--- config.mk ---
export PLATFORM = sky130hd
export DESIGN_NAME = smc_etu_ctrl
export DESIGN_NICKNAME = d
export VERILOG_FILES = /design/src/rtl/smc_etu_pkg.sv /design/src/rtl/smc_etu_timer.sv /design/src/rtl/smc_flag_bank.sv /design/src/rtl/smc_etu_ctrl.sv
export SDC_FILE = /design/constraint.sdc
export NUM_CORES = 1
export LEC_CHECK = 0
export BUFFER_PORTS_ARGS = -buffer_cell sky130_fd_sc_hd__buf_2
export CORE_ASPECT_RATIO = 1.4
export CORE_MARGIN = 1
export CORE_UTILIZATION = 49
export CTS_CLUSTER_SIZE = 10
export DETAILED_ROUTE_END_ITERATION = 16
export GPL_TIMING_DRIVEN = 0
export PLACE_DENSITY = 0.76
export RECOVER_POWER = 25
export SYNTH_ARGS = -nofsm -noshare
export SYNTH_HDL_FRONTEND = slang
export SYNTH_HIERARCHICAL = 1
export SYNTH_SLANG_ARGS = --single-unit
--- constraint.sdc ---
create_clock -name clk -period 1.89 [get_ports clk]
set_input_delay 0.378 -clock clk [delete_from_list [all_inputs] [get_ports clk]]
set_output_delay 0.378 -clock clk [all_outputs]
set_load 0.05 [all_outputs]
--- src/rtl/smc_etu_pkg.sv ---
package smc_etu_pkg;
    localparam int FLAG_N = 4;

    // Flag positions inside the status vector
    typedef enum int unsigned {
        F_GUARD = 0,
        F_WAIT  = 1,
        F_TXREP = 2,
        F_RXREP = 3
    } flag_idx_e;
endpackage

--- src/rtl/smc_etu_timer.sv ---
// Loadable ETU down-counter: expire is high in the cycle before the edge
// that consumes the final tick (or right after load when the count is 0).
module smc_etu_timer #(
    parameter int CW = 9
) (
    input  logic          clk,
    input  logic          rst_n,
    input  logic          tick,
    input  logic          load,
    input  logic [CW-1:0] load_val,
    output logic          expire
);
    typedef struct packed {
        logic [CW-1:0] cnt;
        logic          run;
    } tmr_t;

    tmr_t st_d, st_q;

    always_comb begin
        expire = st_q.run && ((st_q.cnt == '0) || (tick && st_q.cnt == CW'(1)));
        st_d   = st_q;
        if (load) begin
            st_d.cnt = load_val;
            st_d.run = 1'b1;
        end else if (expire) begin
            st_d.run = 1'b0;
        end else if (tick && st_q.run) begin
            st_d.cnt = st_q.cnt - CW'(1);
        end
    end

    always_ff @(posedge clk or negedge rst_n) begin
        if (!rst_n) st_q <= '0;
        else        st_q <= st_d;
    end

    // one expiry per load, then idle
    p_idle_after_expire_r2: assert property (@(posedge clk) disable iff (!rst_n)
        (expire && !load) |=> !st_q.run);

    // every tick between load and expiry removes exactly one unit
    p_one_per_tick_r5: assert property (@(posedge clk) disable iff (!rst_n)
        (st_q.run && tick && !load && !expire) |=> (st_q.cnt == $past(st_q.cnt) - CW'(1)));
endmodule

--- src/rtl/smc_flag_bank.sv ---
// Sticky status flags with independent set/clear and interrupt merge.
module smc_flag_bank #(
    parameter int N = 4
) (
    input  logic         clk,
    input  logic         rst_n,
    input  logic [N-1:0] set,
    input  logic [N-1:0] clr,
    input  logic [N-1:0] ien,
    input  logic         force_set,
    input  logic         force_clr,
    output logic [N-1:0] flags,
    output logic         irq
);
    typedef struct packed {
        logic [N-1:0] flg;
        logic         frc;
    } bank_t;

    bank_t st_d, st_q;

    always_comb begin
        st_d.flg = (st_q.flg & ~clr) | set;
        st_d.frc = (st_q.frc & ~force_clr) | force_set;
    end

    always_ff @(posedge clk or negedge rst_n) begin
        if (!rst_n) st_q <= '0;
        else        st_q <= st_d;
    end

    assign flags = st_q.flg;
    assign irq   = (|(st_q.flg & ien)) | st_q.frc;

    for (genvar i = 0; i < N; i++) begin : g_chk
        // a lone clear drops only its own bit
        p_clear_bit_r7: assert property (@(posedge clk) disable iff (!rst_n)
            (clr[i] && !set[i]) |=> !flags[i]);
        // untouched bits keep their value
        p_hold_bit_r7: assert property (@(posedge clk) disable iff (!rst_n)
            (!clr[i] && !set[i]) |=> (flags[i] == $past(flags[i])));
        // a set always lands, even against a clear
        p_set_wins_r6: assert property (@(posedge clk) disable iff (!rst_n)
            set[i] |=> flags[i]);
    end

    // an enabled flag always reaches the interrupt line
    p_irq_enabled_r8: assert property (@(posedge clk) disable iff (!rst_n)
        (|(flags & ien)) |-> irq);
endmodule

--- src/rtl/smc_etu_ctrl.sv ---
module smc_etu_ctrl
    import smc_etu_pkg::*;
#(
    parameter int GT_W     = 9,
    parameter int WT_W     = 16,
    parameter int LAST_ETU = 22
) (
    input  logic            clk,
    input  logic            rst_n,
    input  logic            etu_tick,
    input  logic            mode_t1,
    input  logic [GT_W-1:0] guard_val,
    input  logic [WT_W-1:0] wait_val,
    input  logic [3:0]      irq_en,
    input  logic            char_start,
    input  logic            char_end,
    input  logic            char_is_rx,
    input  logic            char_last,
    input  logic            tx_repeat,
    input  logic            rx_repeat,
    input  logic [3:0]      flag_clr,
    output logic [3:0]      flags,
    output logic            irq,
    output logic            rx_done
);
    localparam int LW = $clog2(LAST_ETU + 1);
    localparam int CW = (GT_W > LW) ? GT_W : LW;

    typedef struct packed {
        logic last;
        logic rx;
        logic done;
    } ctl_t;

    ctl_t          ctl_d, ctl_q;
    logic          gt_exp, wt_exp;
    logic [CW-1:0] gt_load;
    logic [FLAG_N-1:0] set_vec;

    always_comb begin
        gt_load = (mode_t1 && char_last) ? CW'(LAST_ETU) : CW'(guard_val);

        ctl_d      = ctl_q;
        ctl_d.done = gt_exp && ctl_q.rx;
        if (char_end) begin
            ctl_d.last = mode_t1 && char_last;
            ctl_d.rx   = char_is_rx;
        end

        set_vec          = '0;
        set_vec[F_GUARD] = gt_exp;
        set_vec[F_WAIT]  = wt_exp;
        set_vec[F_TXREP] = tx_repeat;
        set_vec[F_RXREP] = rx_repeat;
    end

    always_ff @(posedge clk or negedge rst_n) begin
        if (!rst_n) ctl_q <= '0;
        else        ctl_q <= ctl_d;
    end

    smc_etu_timer #(.CW(CW)) u_guard (
        .clk      (clk),
        .rst_n    (rst_n),
        .tick     (etu_tick),
        .load     (char_end),
        .load_val (gt_load),
        .expire   (gt_exp)
    );

    smc_etu_timer #(.CW(WT_W)) u_wait (
        .clk      (clk),
        .rst_n    (rst_n),
        .tick     (etu_tick),
        .load     (char_start),
        .load_val (wait_val),
        .expire   (wt_exp)
    );

    smc_flag_bank #(.N(FLAG_N)) u_flags (
        .clk       (clk),
        .rst_n     (rst_n),
        .set       (set_vec),
        .clr       (flag_clr),
        .ien       (irq_en),
        .force_set (gt_exp && ctl_q.last),
        .force_clr (flag_clr[F_GUARD]),
        .flags     (flags),
        .irq       (irq)
    );

    assign rx_done = ctl_q.done;

    // end of a T=1 block interval requests an interrupt unconditionally
    p_block_irq_r3: assert property (@(posedge clk) disable iff (!rst_n)
        (gt_exp && ctl_q.last && !char_end) |=> irq);

    // receive completion coincides with the guard flag
    p_rxdone_guard_r9: assert property (@(posedge clk) disable iff (!rst_n)
        rx_done |-> flags[F_GUARD]);

    // the completion indication is a single-cycle pulse
    p_rxdone_pulse_r9: assert property (@(posedge clk) disable iff (!rst_n)
        rx_done |=> !rx_done);
endmodule

* Word-level counts from Yosys, hierarchy flattened
Cells that the tools add are included.
** Word-level totals
- Register bits :: 35
- Input bits :: 43
- Output and inout port bits :: 6
- Word-level logic and storage cells :: 52
** Operators by class
- Add/subtract/negate cells :: 2
- Equality and inequality tests :: 4
- Mux-type cells :: 9
- Bitwise operators :: 8
- Reduce and logical (&&, ||, !) cells :: 20
** Operators by type and width (count)
- 16-bit two-way mux :: 2
- 9-bit two-way mux :: 3
- 17-bit two-way mux :: 1
- 16-bit by 1-bit == test with 1-bit output, second input constant :: 1
- 16-bit zero test :: 1
- 16-bit by 1-bit subtractor with 16-bit output, second input constant :: 1
- 10-bit two-way mux :: 1
- 9-bit by 1-bit == test with 1-bit output, second input constant :: 1
- 1-bit logical AND :: 9
- 9-bit zero test :: 1
- 9-bit by 1-bit subtractor with 9-bit output, second input constant :: 1
- 4-bit AND :: 2
- 2-bit nonzero test :: 4
- 2-bit inequality test, second input constant :: 2
- 4-bit NOT :: 1
- 4-bit OR :: 1
- 2-bit AND reduction :: 2
- 4-bit OR reduction :: 1
- 1-bit logical OR :: 2
- 1-bit two-way mux :: 2
- 1-bit OR :: 2
- 1-bit AND :: 1
- 1-bit NOT :: 1

* Longest topological paths before layout
Gate-level depths: netlist of run 1.
- Depth in word-level cells :: 6
- Mapped depth :: 7
- Gate-level depth less buffers :: 6

* Cells and area by module
Netlist of run 1, hierarchy kept.
** By module, submodules not included
- smc_etu_timer at u_wait :: instances 1, cells an instance 123, area each 1153.6 µm²
- smc_etu_timer at u_guard :: instances 1, cells an instance 68, area each 645.6 µm²
- smc_flag_bank :: instances 1, cells an instance 22, area each 230.2 µm²
- smc_etu_ctrl :: instances 1, cells an instance 19, area each 178.9 µm²

* Least setup slack after synthesis of run 1
No wires, ideal clock.
- Kind :: register to register
- Start point :: register u_guard/st_q[4] (netlist bit)
- End point :: register u_flags/st_q[0] (netlist bit)
- Setup time :: 0.064 ns
- Arrival :: 1.934 ns
- Slack :: -0.107 ns
- Stages on the path, launching flop included :: 7
- Path buffers :: 1
- Clock period less this slack :: 1.997 ns
- Cells stage by stage :: dfrtp_1 > or4_4 > buf_6 > or2_2 > nor4b_1 > and2_1 > a21o_1
** RTL lines
- start, declared :: RTL line smc_etu_timer.sv:18 : tmr_t st_d, st_q;
- start signal, assigned :: RTL line smc_etu_timer.sv:35 : else st_q <= st_d;
- end signal, assigned :: RTL line smc_flag_bank.sv:29 : else st_q <= st_d;
- end, declared :: RTL line smc_flag_bank.sv:20 : bank_t st_d, st_q;

* Worst setup path after layout of run 1
- Start point :: register u_guard/st_q[4] (netlist bit)
- End point :: register u_guard/st_q[8] (netlist bit)
** On the way
- Longest elaborated chain between the ends :: 6
** Ends and longest elaborated chain
- branches (longest 6 deep; another with 9-bit by 1-bit subtractor with 9-bit output)
Parallel ways; which one is timed is not known. The select of a mux whose other input is x is not followed.
A chain may end at the register's enable or synchronous reset.

==> flow_metrics.py, run 1 <==
metrics = {
    "drt": {
        "postRouteAntennaNets": 0,
        "wl_per_cell_um": 15.0,
        "route.vias.total": 2063,
        "drt-total-wl_um": 5410,
        "drt_iter0_markers": 113,
        "drc": 0,
        "drtPass1Iterations": 4,
        "viasPerCell": 5.71,
    },
    "synthesis": {
        "ys_dominant_reg_cell": "dfrtp_1",
        "async_flop_share_pct": 100,
        "ys_types": 54,
        "avgSynthCellArea_sq_um": 9.52,
        "synth_cells": 232,
        "ys_ff_latch": 35,
        "syn-num-nets": 280,
        "ys_seq_area_share_pct": 39.7,
        "synth_edf_count": 0,
        "syn_area_sq_um": 2210,
        "yosysWarnings": 6,
    },
    "power_and_ir_drop": {
        "p_leak_nw": 1.22,
        "combinationalPowerShare_pct": 22.7,
        "p_sw_uw": 583,
        "vdd_drop_max_uv": 468,
        "netSwitchingFraction_pct": 30.2,
        "p_int_mw": 1.35,
        "pwr_density_cell_nw_per_um2": 681,
        "power_frac_clock_pct": 31.0,
        "power.share.sequential_pct": 46.3,
    },
    "clock_tree": {
        "cts_tree": "built",
        "cts_root_buffer": "clkbuf_8",
        "clkTransAtPathRegs_ns": 0.07,
        "cts.sinks": 35,
        "clk_path_buf_depth": 2,
        "numCtsBuffers": 5,
        "insertion_delay_ns": 0.28,
        "cts.htree.levels": 2,
    },
    "worst_setup_path": {
        "path_cells": "or4_4 -> buf_6 -> or4_1 -> a31oi_1",
        "r2r-end": "u_guard/st_q[8]",
        "critPathKind": "reg2reg",
        "critPathArrivalTime_ns": 2.08,
        "rrSetupSlack_ns": 0.008,
        "setup.worst_path.start_class": "flip-flop",
        "rr_worst_depth": 4,
        "slowest_delay_ns": 0.60,
        "path_buf_inv": 1,
        "critPathCaptureType": "flip-flop",
        "cp_max_fo": 5,
        "crit_path_top_delay_cell": "or4_4",
        "path_depth": 4,
        "r2r_start": "u_guard/st_q[4]",
        "critical_path.top_delay_family": "simple AND/OR/NAND/NOR gates",
        "crit_required_ns": 2.09,
    },
    "global_route": {
        "grt_pass1_vias": 1989,
        "grt-ovfl-total": 0,
        "antenna_found_initial": 0,
        "grt_max_degree": 36,
        "grt_usage_pct": 23.7,
        "grt_pass1_wl_um": 8710,
    },
    "sta": {
        "max_freq_mhz": 531,
        "slew-limit-headroom_pct": 41.8,
        "tns_ns": 0,
        "worst_slew_pin_slew_ns": 0.873,
        "rsz0062_at_grt": "yes",
        "finalCriticalPeriod_ns": 1.88,
        "min_period_over_period_pct": 99.6,
        "setup_viol_count_final": 0,
        "final_hold_viol_count": 0,
        "slew_viol_final": 0,
        "clock_skew_ns": 0.00491,
        "fin_hold_ws_ns": 0.199,
    },
    "final_layout": {
        "nets": 348,
        "area_growth_pct": 28.3,
        "layout-drive-gt1-share_pct": 38.2,
        "finish.utilization_pct": 66.3,
        "layout.cells.non_filler": 361,
        "diodes": 0,
    },
    "placement": {
        "io_buffers": 48,
        "gp_congestion": 0.813,
        "dp_hpwl_um": 3590,
        "dp_cells": 340,
    },
    "outcome": {
        "status": "completed",
    },
    "die": {
        "die_h_um": 81.4,
        "dieArea_sq_um": 4780,
        "start_util_pct": 51.7,
        "ioPinCount": 49,
        "core-area_sq_um": 4270,
        "die_w_um": 58.7,
        "rows": 28,
    },
    "flow_run": {
        "cap_viol_max_count": 0,
    },
    "min_path": {
        "hp-class": "in2async",
    },
}
-- registers in the layout (all words and copies together) (netlist names) --
signal and cells:
ctl_q 2, rx_done 1, u_flags/flags 4, u_flags/st_q 1, u_guard/st_q 10, u_wait/st_q 17
-- synthesized netlist by cell type, types with 2 or more instances --
cell type / number / area, sq um
o311ai_0: 2 / 17.5
inv_1: 12 / 45.0
o21ai_1: 2 / 10.0
a21o_1: 6 / 45.0
dfrtp_1: 35 / 876
and2_1: 12 / 75.1
nand2b_1: 5 / 31.3
buf_4: 4 / 30.0
or4_4: 4 / 45.0
o21a_1: 2 / 15.0
ha_1: 5 / 62.6
o31ai_1: 8 / 60.1
o31a_1: 2 / 17.5
nor3_1: 3 / 15.0
and4b_1: 2 / 20.0
nor2_1: 19 / 71.3
o21ai_0: 12 / 60.1
nand2_1: 14 / 52.6
or2_2: 5 / 31.3
buf_6: 2 / 22.5
or4_1: 8 / 60.1
o41ai_1: 2 / 17.5
clkbuf_1: 5 / 18.8
a31oi_1: 15 / 93.8
nor4_4: 2 / 42.5
nand3_1: 7 / 35.0
or3_1: 6 / 37.5
a21oi_1: 5 / 25.0
-- cells in the final DEF, fill, tap and decap left out, types with 2 or more instances in the layout --
master,synthesis,routed
or2_2,5,4
nand2b_1,5,5
o21a_1,2,2
o21ai_1,2,6
and2_1,12,12
nand2_1,14,13
nand2_2,1,2
nor3_1,3,2
o41ai_1,2,2
buf_2,0,48
clkbuf_1,5,6
and4b_1,2,2
ha_4,0,2
buf_6,2,3
inv_1,12,8
a21oi_1,5,3
buf_4,4,15
a31oi_1,15,15
or4_4,4,4
o31ai_1,8,8
nand3_1,7,6
ha_2,0,2
dfrtp_2,0,3
inv_2,0,4
clkbuf_8,0,7
nor4_4,2,3
dfrtp_1,35,32
o41ai_4,1,2
o21ai_0,12,8
a21oi_4,0,2
o31a_1,2,2
a21o_1,6,6
or3_1,6,6
or4_1,8,8
nor2_1,19,18
-- power groups by stage --
stage                     clock (mW)  combinational [mW]  sequential [mW]
after floorplan                    0               0.249            0.880
after global placement             0               0.345            0.895
after detailed placement           0               0.354            0.899
after CTS                      0.618               0.392            0.884
after global routing           0.657               0.492            0.901
final                          0.598               0.439            0.893
-- layout make-up --
cell class              instances  area, sq um
multi-input cells             174         1320
repair buffers                 62          350
flip-flops and latches         35          880
clock buffers                   8          100
fillers                       388         1440
well taps                      60         75.1
inverters                      12         45.0
plain buffers                  10         60.1
-- cells by family after synthesis --
logic type / after synthesis / synth area share (%)
buffers and inverters: 23 / 5.27
adder cells (fa/ha/maj): 5 / 2.83
AO/OA/AOI/OAI: 65 / 21.3
flip-flops: 35 / 39.7
AND/OR/NAND/NOR: 101 / 29.4
multiplexers: 2 / 1.13
XOR/XNOR: 1 / 0.397
-- worst max path at each step --
stage | start | endpoint | slack [ns]
global route | u_wait/st_q[12] | u_wait/st_q[8] | -0.06
floorplan | u_guard/st_q[4] | u_flags/st_q[0] | -0.02
detailed placement | u_guard/st_q[4] | u_guard/st_q[8] | -0.18
CTS | u_guard/st_q[7] | u_flags/st_q[0] | -0.02
global placement | u_guard/st_q[4] | u_flags/st_q[0] | -0.15
finish | u_guard/st_q[4] | u_guard/st_q[8] | 0.008
-- through the flow --
stage | instance area [sq um] | setup WS (ns) | power (mW)
3_3_place_gp | 2530 | -0.150 | 1.24
4_1_cts | 2700 | -0.0159 | 1.89
6_report | 2830 | 0.00753 | 1.93
3_5_place_dp | 2530 | -0.183 | 1.25
2_1_floorplan | 2210 | -0.0219 | 1.13
5_1_grt | 2830 | -0.0624 | 2.05
-- metal layers --
metal	GRT usage, %	vias up	part of all wire, %	wire length, um
met2	41.8	61	55	2980
li1	-	1003	-	-
met5	0	-	0	0
met1	27.3	986	39	2090
met4	10.5	0	2.3	125
met3	5.04	13	3.9	209
-- worst reg2reg max path: stages (launching register included) --
cell	delay (ns)
dfrtp_1	0.39
or4_4	0.60
buf_6	0.15
or4_1	0.46
a31oi_1	0.19
-- what timing repair did --
action | 4_1_cts | 5_1_grt
gates cloned | 0 | 1
endpoints found under the setup margin | 16 | 24
pin swaps | 7 | 23
resized for setup | 7 | 26
buffers inserted | 6 | 7
hold buffers | 0 | 0
Note: power is estimated with default switching activity, not from simulation.
==> inputs of run 2 (changes only) <==
- PLACE_DENSITY: 0.76 -> 0.83
==> flow_metrics.py, run 2 (synthesis results as in run 1) <==
metrics = {
    "drt": {
        "route.vias.total": 2073,
        "drc": 0,
        "viasPerCell": 5.77,
        "drtPass1Iterations": 4,
        "drt_iter0_markers": 124,
        "wl_per_cell_um": 15.5,
        "drt-total-wl_um": 5570,
        "postRouteAntennaNets": 0,
    },
    "final_layout": {
        "largest_register": "u_wait/st_q",
        "layout_commonest_cell": "buf_2",
        "layout-drive-gt1-share_pct": 38.1,
        "area_growth_pct": 28.8,
        "fill_cells": 366,
        "multiInputGateArea_sq_um": 1360,
        "layout_common_cells": "buf_2 (48), dfrtp_1 (33), nor2_1 (18)",
        "layout.cells.non_filler": 359,
        "nets": 346,
        "final-seq-area_sq_um": 878,
        "largest_reg_flops": 17,
        "design_area_sq_um": 2850,
        "diodes": 0,
    },
    "die": {
        "die_h_um": 81.4,
        "dieArea_sq_um": 4780,
        "rows": 28,
        "die_w_um": 58.7,
        "start_util_pct": 51.7,
        "core-area_sq_um": 4270,
        "ioPinCount": 49,
    },
    "clock_tree": {
        "clk_path_buf_depth": 2,
        "cts_tree": "built",
        "numCtsBuffers": 5,
        "cts.htree.levels": 2,
        "insertion_delay_ns": 0.30,
        "cts_root_buffer": "clkbuf_8",
        "clkTransAtPathRegs_ns": 0.07,
        "hold_buffers": 0,
        "cts.sinks": 35,
    },
    "sta": {
        "rsz0062_at_grt": "yes",
        "min_period_over_period_pct": 101,
        "clock_skew_ns": 0.00716,
        "final_hold_viol_count": 0,
        "fin_hold_ws_ns": 0.210,
        "finalCriticalPeriod_ns": 1.90,
        "setup_slack_ns": -0.0109,
        "setup_viol_count_final": 2,
        "worst_slew_pin_slew_ns": 0.910,
        "max_freq_mhz": 526,
        "slew-limit-headroom_pct": 39.4,
        "slew_viol_final": 0,
        "tns_ns": -0.0161,
    },
    "power_and_ir_drop": {
        "pwr_density_cell_nw_per_um2": 691,
        "total_power_mw": 1.97,
        "p_leak_nw": 1.22,
        "vdd_drop_max_uv": 561,
    },
    "placement": {
        "dpl_cell_area_sq_um": 2530,
        "dp_cells": 340,
        "io_buffers": 48,
        "gp_congestion": 0.828,
        "dp_hpwl_um": 3610,
    },
    "min_path": {
        "hp-class": "in2async",
    },
    "worst_setup_path": {
        "critPathArrivalTime_ns": 2.14,
        "slowest_delay_ns": 0.61,
        "rrSetupSlack_ns": -0.01,
        "path_cells": "or4_4 -> or2_4 -> nor4b_4 -> and2_1 -> a21o_1",
        "crit_path_top_delay_cell": "or4_4",
        "cp_max_fo": 6,
        "setup.worst_path.start_class": "flip-flop",
        "critPathKind": "reg2reg",
        "crit_required_ns": 2.13,
        "critPathCaptureType": "flip-flop",
    },
    "global_route": {
        "antenna_found_initial": 0,
        "grt_usage_pct": 22.9,
        "grt_max_degree": 36,
        "grt-ovfl-total": 0,
        "grt_pass1_wl_um": 8380,
        "grt_pass1_vias": 1894,
    },
    "outcome": {
        "status": "finished, violations left",
        "violations": "negative setup slack",
    },
    "flow_run": {
        "cap_viol_max_count": 0,
    },
}
==> run 2: layer usage <==
layer  global-route usage [%]  part of all wire (%)  up-vias
met2                     42.6                    55       57
met4                     8.10                  0.97        0
met5                        0                     0        -
met1                     24.9                    40     1012
li1                         -                     -      999
met3                     5.35                   3.5        5
==> run 2: timing repair <==
| action | in CTS | in global routing |
|---|---|---|
| endpoints found under the setup margin | 15 | 25 |
| pin swaps | 7 | 17 |
| gates resized for setup | 7 | 25 |
| cloned | 0 | 1 |
| buffers inserted | 5 | 6 |
==> run 2: stage by stage <==
stage          setup WS (ns)  util (%)
3_5_place_dp          -0.175      59.2
3_3_place_gp          -0.154      59.2
6_report             -0.0109      66.6
4_1_cts              -0.0248      63.2
5_1_grt              -0.0665      66.6
2_1_floorplan        -0.0219         -
==> run 2: cell type report <==
class                           instances  area share (%)
Buffer                                 10            2.11
Clock buffer                            8            3.52
Inverter                               12            1.58
Multi-Input combinational cell        174            47.6
Sequential cell                        35            30.9
Tap cell                               60            2.64
Timing Repair Buffer                   60            11.7
==> run 2: worst paths after layout <==
path | start | endpoint | depth (start not counted)
hold reg to reg | u_flags/st_q[0] | u_flags/st_q[0] | 1
setup reg to reg | u_guard/st_q[4] | u_flags/st_q[0] | 5
hold / removal | rst_n | u_wait/st_q[13] | 1
setup / recovery | u_guard/st_q[4] | u_flags/st_q[0] | 5
max in group asynchronous | rst_n | u_wait/st_q[4] | 1
min in group clk | rx_repeat | u_flags/flags[3] | 2
==> run 2: critical path: cells and delay by family, from the launching register on <==
family,cells,cell delay [ns]
AO/OA/AOI/OAI,1,0.08
flip-flops,1,0.39
AND/OR/NAND/NOR,4,1.38
==> run 2: power by group <==
part	switching, mW	leakage [nW]	internal [mW]
sequential	0.0817	0.404	0.813
combinational	0.250	0.762	0.207
clock	0.281	0.0515	0.333
total	0.612	1.22	1.35
==> inputs of run 3 (changes only) <==
- REMOVE_ABC_BUFFERS: not set -> 1
- TNS_END_PERCENT: not set -> 30
==> flow_metrics.py, run 3 (synthesis results as in run 1) <==
metrics = {
    "sta": {
        "final_hold_viol_count": 0,
        "min_period_over_period_pct": 99.3,
        "slew_viol_final": 0,
        "rsz0062_at_grt": "yes",
        "setup_viol_count_final": 0,
        "finalCriticalPeriod_ns": 1.88,
        "slew-limit-headroom_pct": 41.4,
        "worst_slew_pin_slew_ns": 0.878,
        "clock_skew_ns": 0.00573,
        "max_freq_mhz": 533,
    },
    "placement": {
        "dpl_cell_area_sq_um": 2450,
        "io_buffers": 48,
        "dp_cells": 329,
        "gp_congestion": 0.816,
        "dp_hpwl_um": 3460,
    },
    "die": {
        "dieArea_sq_um": 4780,
        "ioPinCount": 49,
        "rows": 28,
        "core-area_sq_um": 4270,
        "die_h_um": 81.4,
        "die_w_um": 58.7,
        "start_util_pct": 51.7,
    },
    "final_layout": {
        "layout.cells.non_filler": 350,
        "layout_commonest_cell": "buf_2",
        "diodes": 0,
        "nets": 337,
        "layout_common_cells": "buf_2 (47), dfrtp_1 (33), nor2_1 (18)",
        "design_area_sq_um": 2750,
        "largest_register": "u_wait/st_q",
        "largest_reg_flops": 17,
        "area_growth_pct": 24.3,
        "layout-drive-gt1-share_pct": 35.9,
    },
    "worst_setup_path": {
        "critPathCaptureType": "flip-flop",
        "critPathKind": "reg2reg",
        "cp_max_fo": 6,
        "crit_required_ns": 2.07,
        "critPathArrivalTime_ns": 2.06,
        "startpoint": "u_wait/st_q[14]",
        "setup.worst_path.start_class": "flip-flop",
        "r2r_start": "u_wait/st_q[14]",
    },
    "clock_tree": {
        "clk_path_buf_depth": 2,
        "insertion_delay_ns": 0.29,
        "clkTransAtPathRegs_ns": 0.07,
        "numCtsBuffers": 5,
        "cts.htree.levels": 2,
        "cts.sinks": 35,
        "cts_root_buffer": "clkbuf_8",
        "cts_tree": "built",
    },
    "global_route": {
        "grt_pass1_vias": 2000,
        "grt-ovfl-total": 0,
        "grt_pass1_wl_um": 8350,
        "grt_usage_pct": 22.8,
        "antenna_found_initial": 0,
        "grt_max_degree": 36,
    },
    "drt": {
        "viasPerCell": 5.67,
        "drt_iter0_markers": 118,
        "route.vias.total": 1984,
        "wl_per_cell_um": 14.7,
        "postRouteAntennaNets": 0,
        "drtPass1Iterations": 4,
        "drt-total-wl_um": 5150,
        "drc": 0,
    },
    "power_and_ir_drop": {
        "p_leak_nw": 1.18,
        "vdd_drop_max_uv": 432,
        "pwr_density_cell_nw_per_um2": 700,
    },
    "flow_run": {
        "cap_viol_max_count": 0,
    },
    "min_path": {
        "hp-class": "in2async",
    },
    "outcome": {
        "status": "completed",
    },
}
-- run 3: report_power, final --
part           total [mW]  internal, mW  switching, mW
combinational       0.411         0.186          0.225
sequential          0.894         0.813         0.0812
clock               0.616         0.332          0.285
-- run 3: critical path: stages (launching register included) --
cell	delay (ns)
dfrtp_1	0.40
or4_4	0.60
nor4_4	0.44
nor3_1	0.08
o31a_1	0.25
-- run 3: worst paths after layout --
| path | depth (start not counted) | to | slack, ns |
|---|---|---|---|
| max in group asynchronous | 1 | u_wait/st_q[4] | 1.09 |
| min reg2reg | 1 | rx_done | 0.49 |
| min in group clk | 2 | u_flags/flags[2] | 0.26 |
| max reg2reg | 4 | u_wait/st_q[10] | 0.01 |
| max | 4 | u_wait/st_q[10] | 0.01 |
| min | 1 | u_wait/st_q[15] | 0.19 |
-- run 3: what timing repair did --
action                                  4_1_cts  5_1_grt
hold buffers                                  0        0
pin swaps                                     4       11
gates resized for setup                       9       17
endpoints found under the setup margin       18       21
buffers inserted                              4        9
-- run 3: cell type report --
cell class	count	area, sq um
flip-flops and latches	35	878
clock buffers	7	96.3
clock inverters	1	7.51
repair buffers	61	342
multi-input cells	174	1300
fillers	374	1530
inverters	12	45.0
well taps	60	75.1
-- run 3: per-stage QoR --
stage	TNS (ns)	util (%)	worst slack [ns]	hold WS [ns]	total power, mW
after floorplan	-0.0443	-	-0.0443	0.0824	1.11
after CTS	-0.00216	61.7	-0.00216	0.180	1.90
final	0	64.2	0.0136	0.187	1.92
after global routing	-0.214	64.2	-0.0434	0.248	2.03
after global placement	-1.06	57.4	-0.216	0.469	1.22
after detailed placement	-1.61	57.4	-0.249	0.481	1.24
-- run 3: layer usage --
layer	share of wire, %	wire [um]	track usage (%)
met1	39	2010	23.7
met2	55	2850	43.1
met3	3.8	198	4.57
met4	1.7	88	10.5
met5	0	0	0
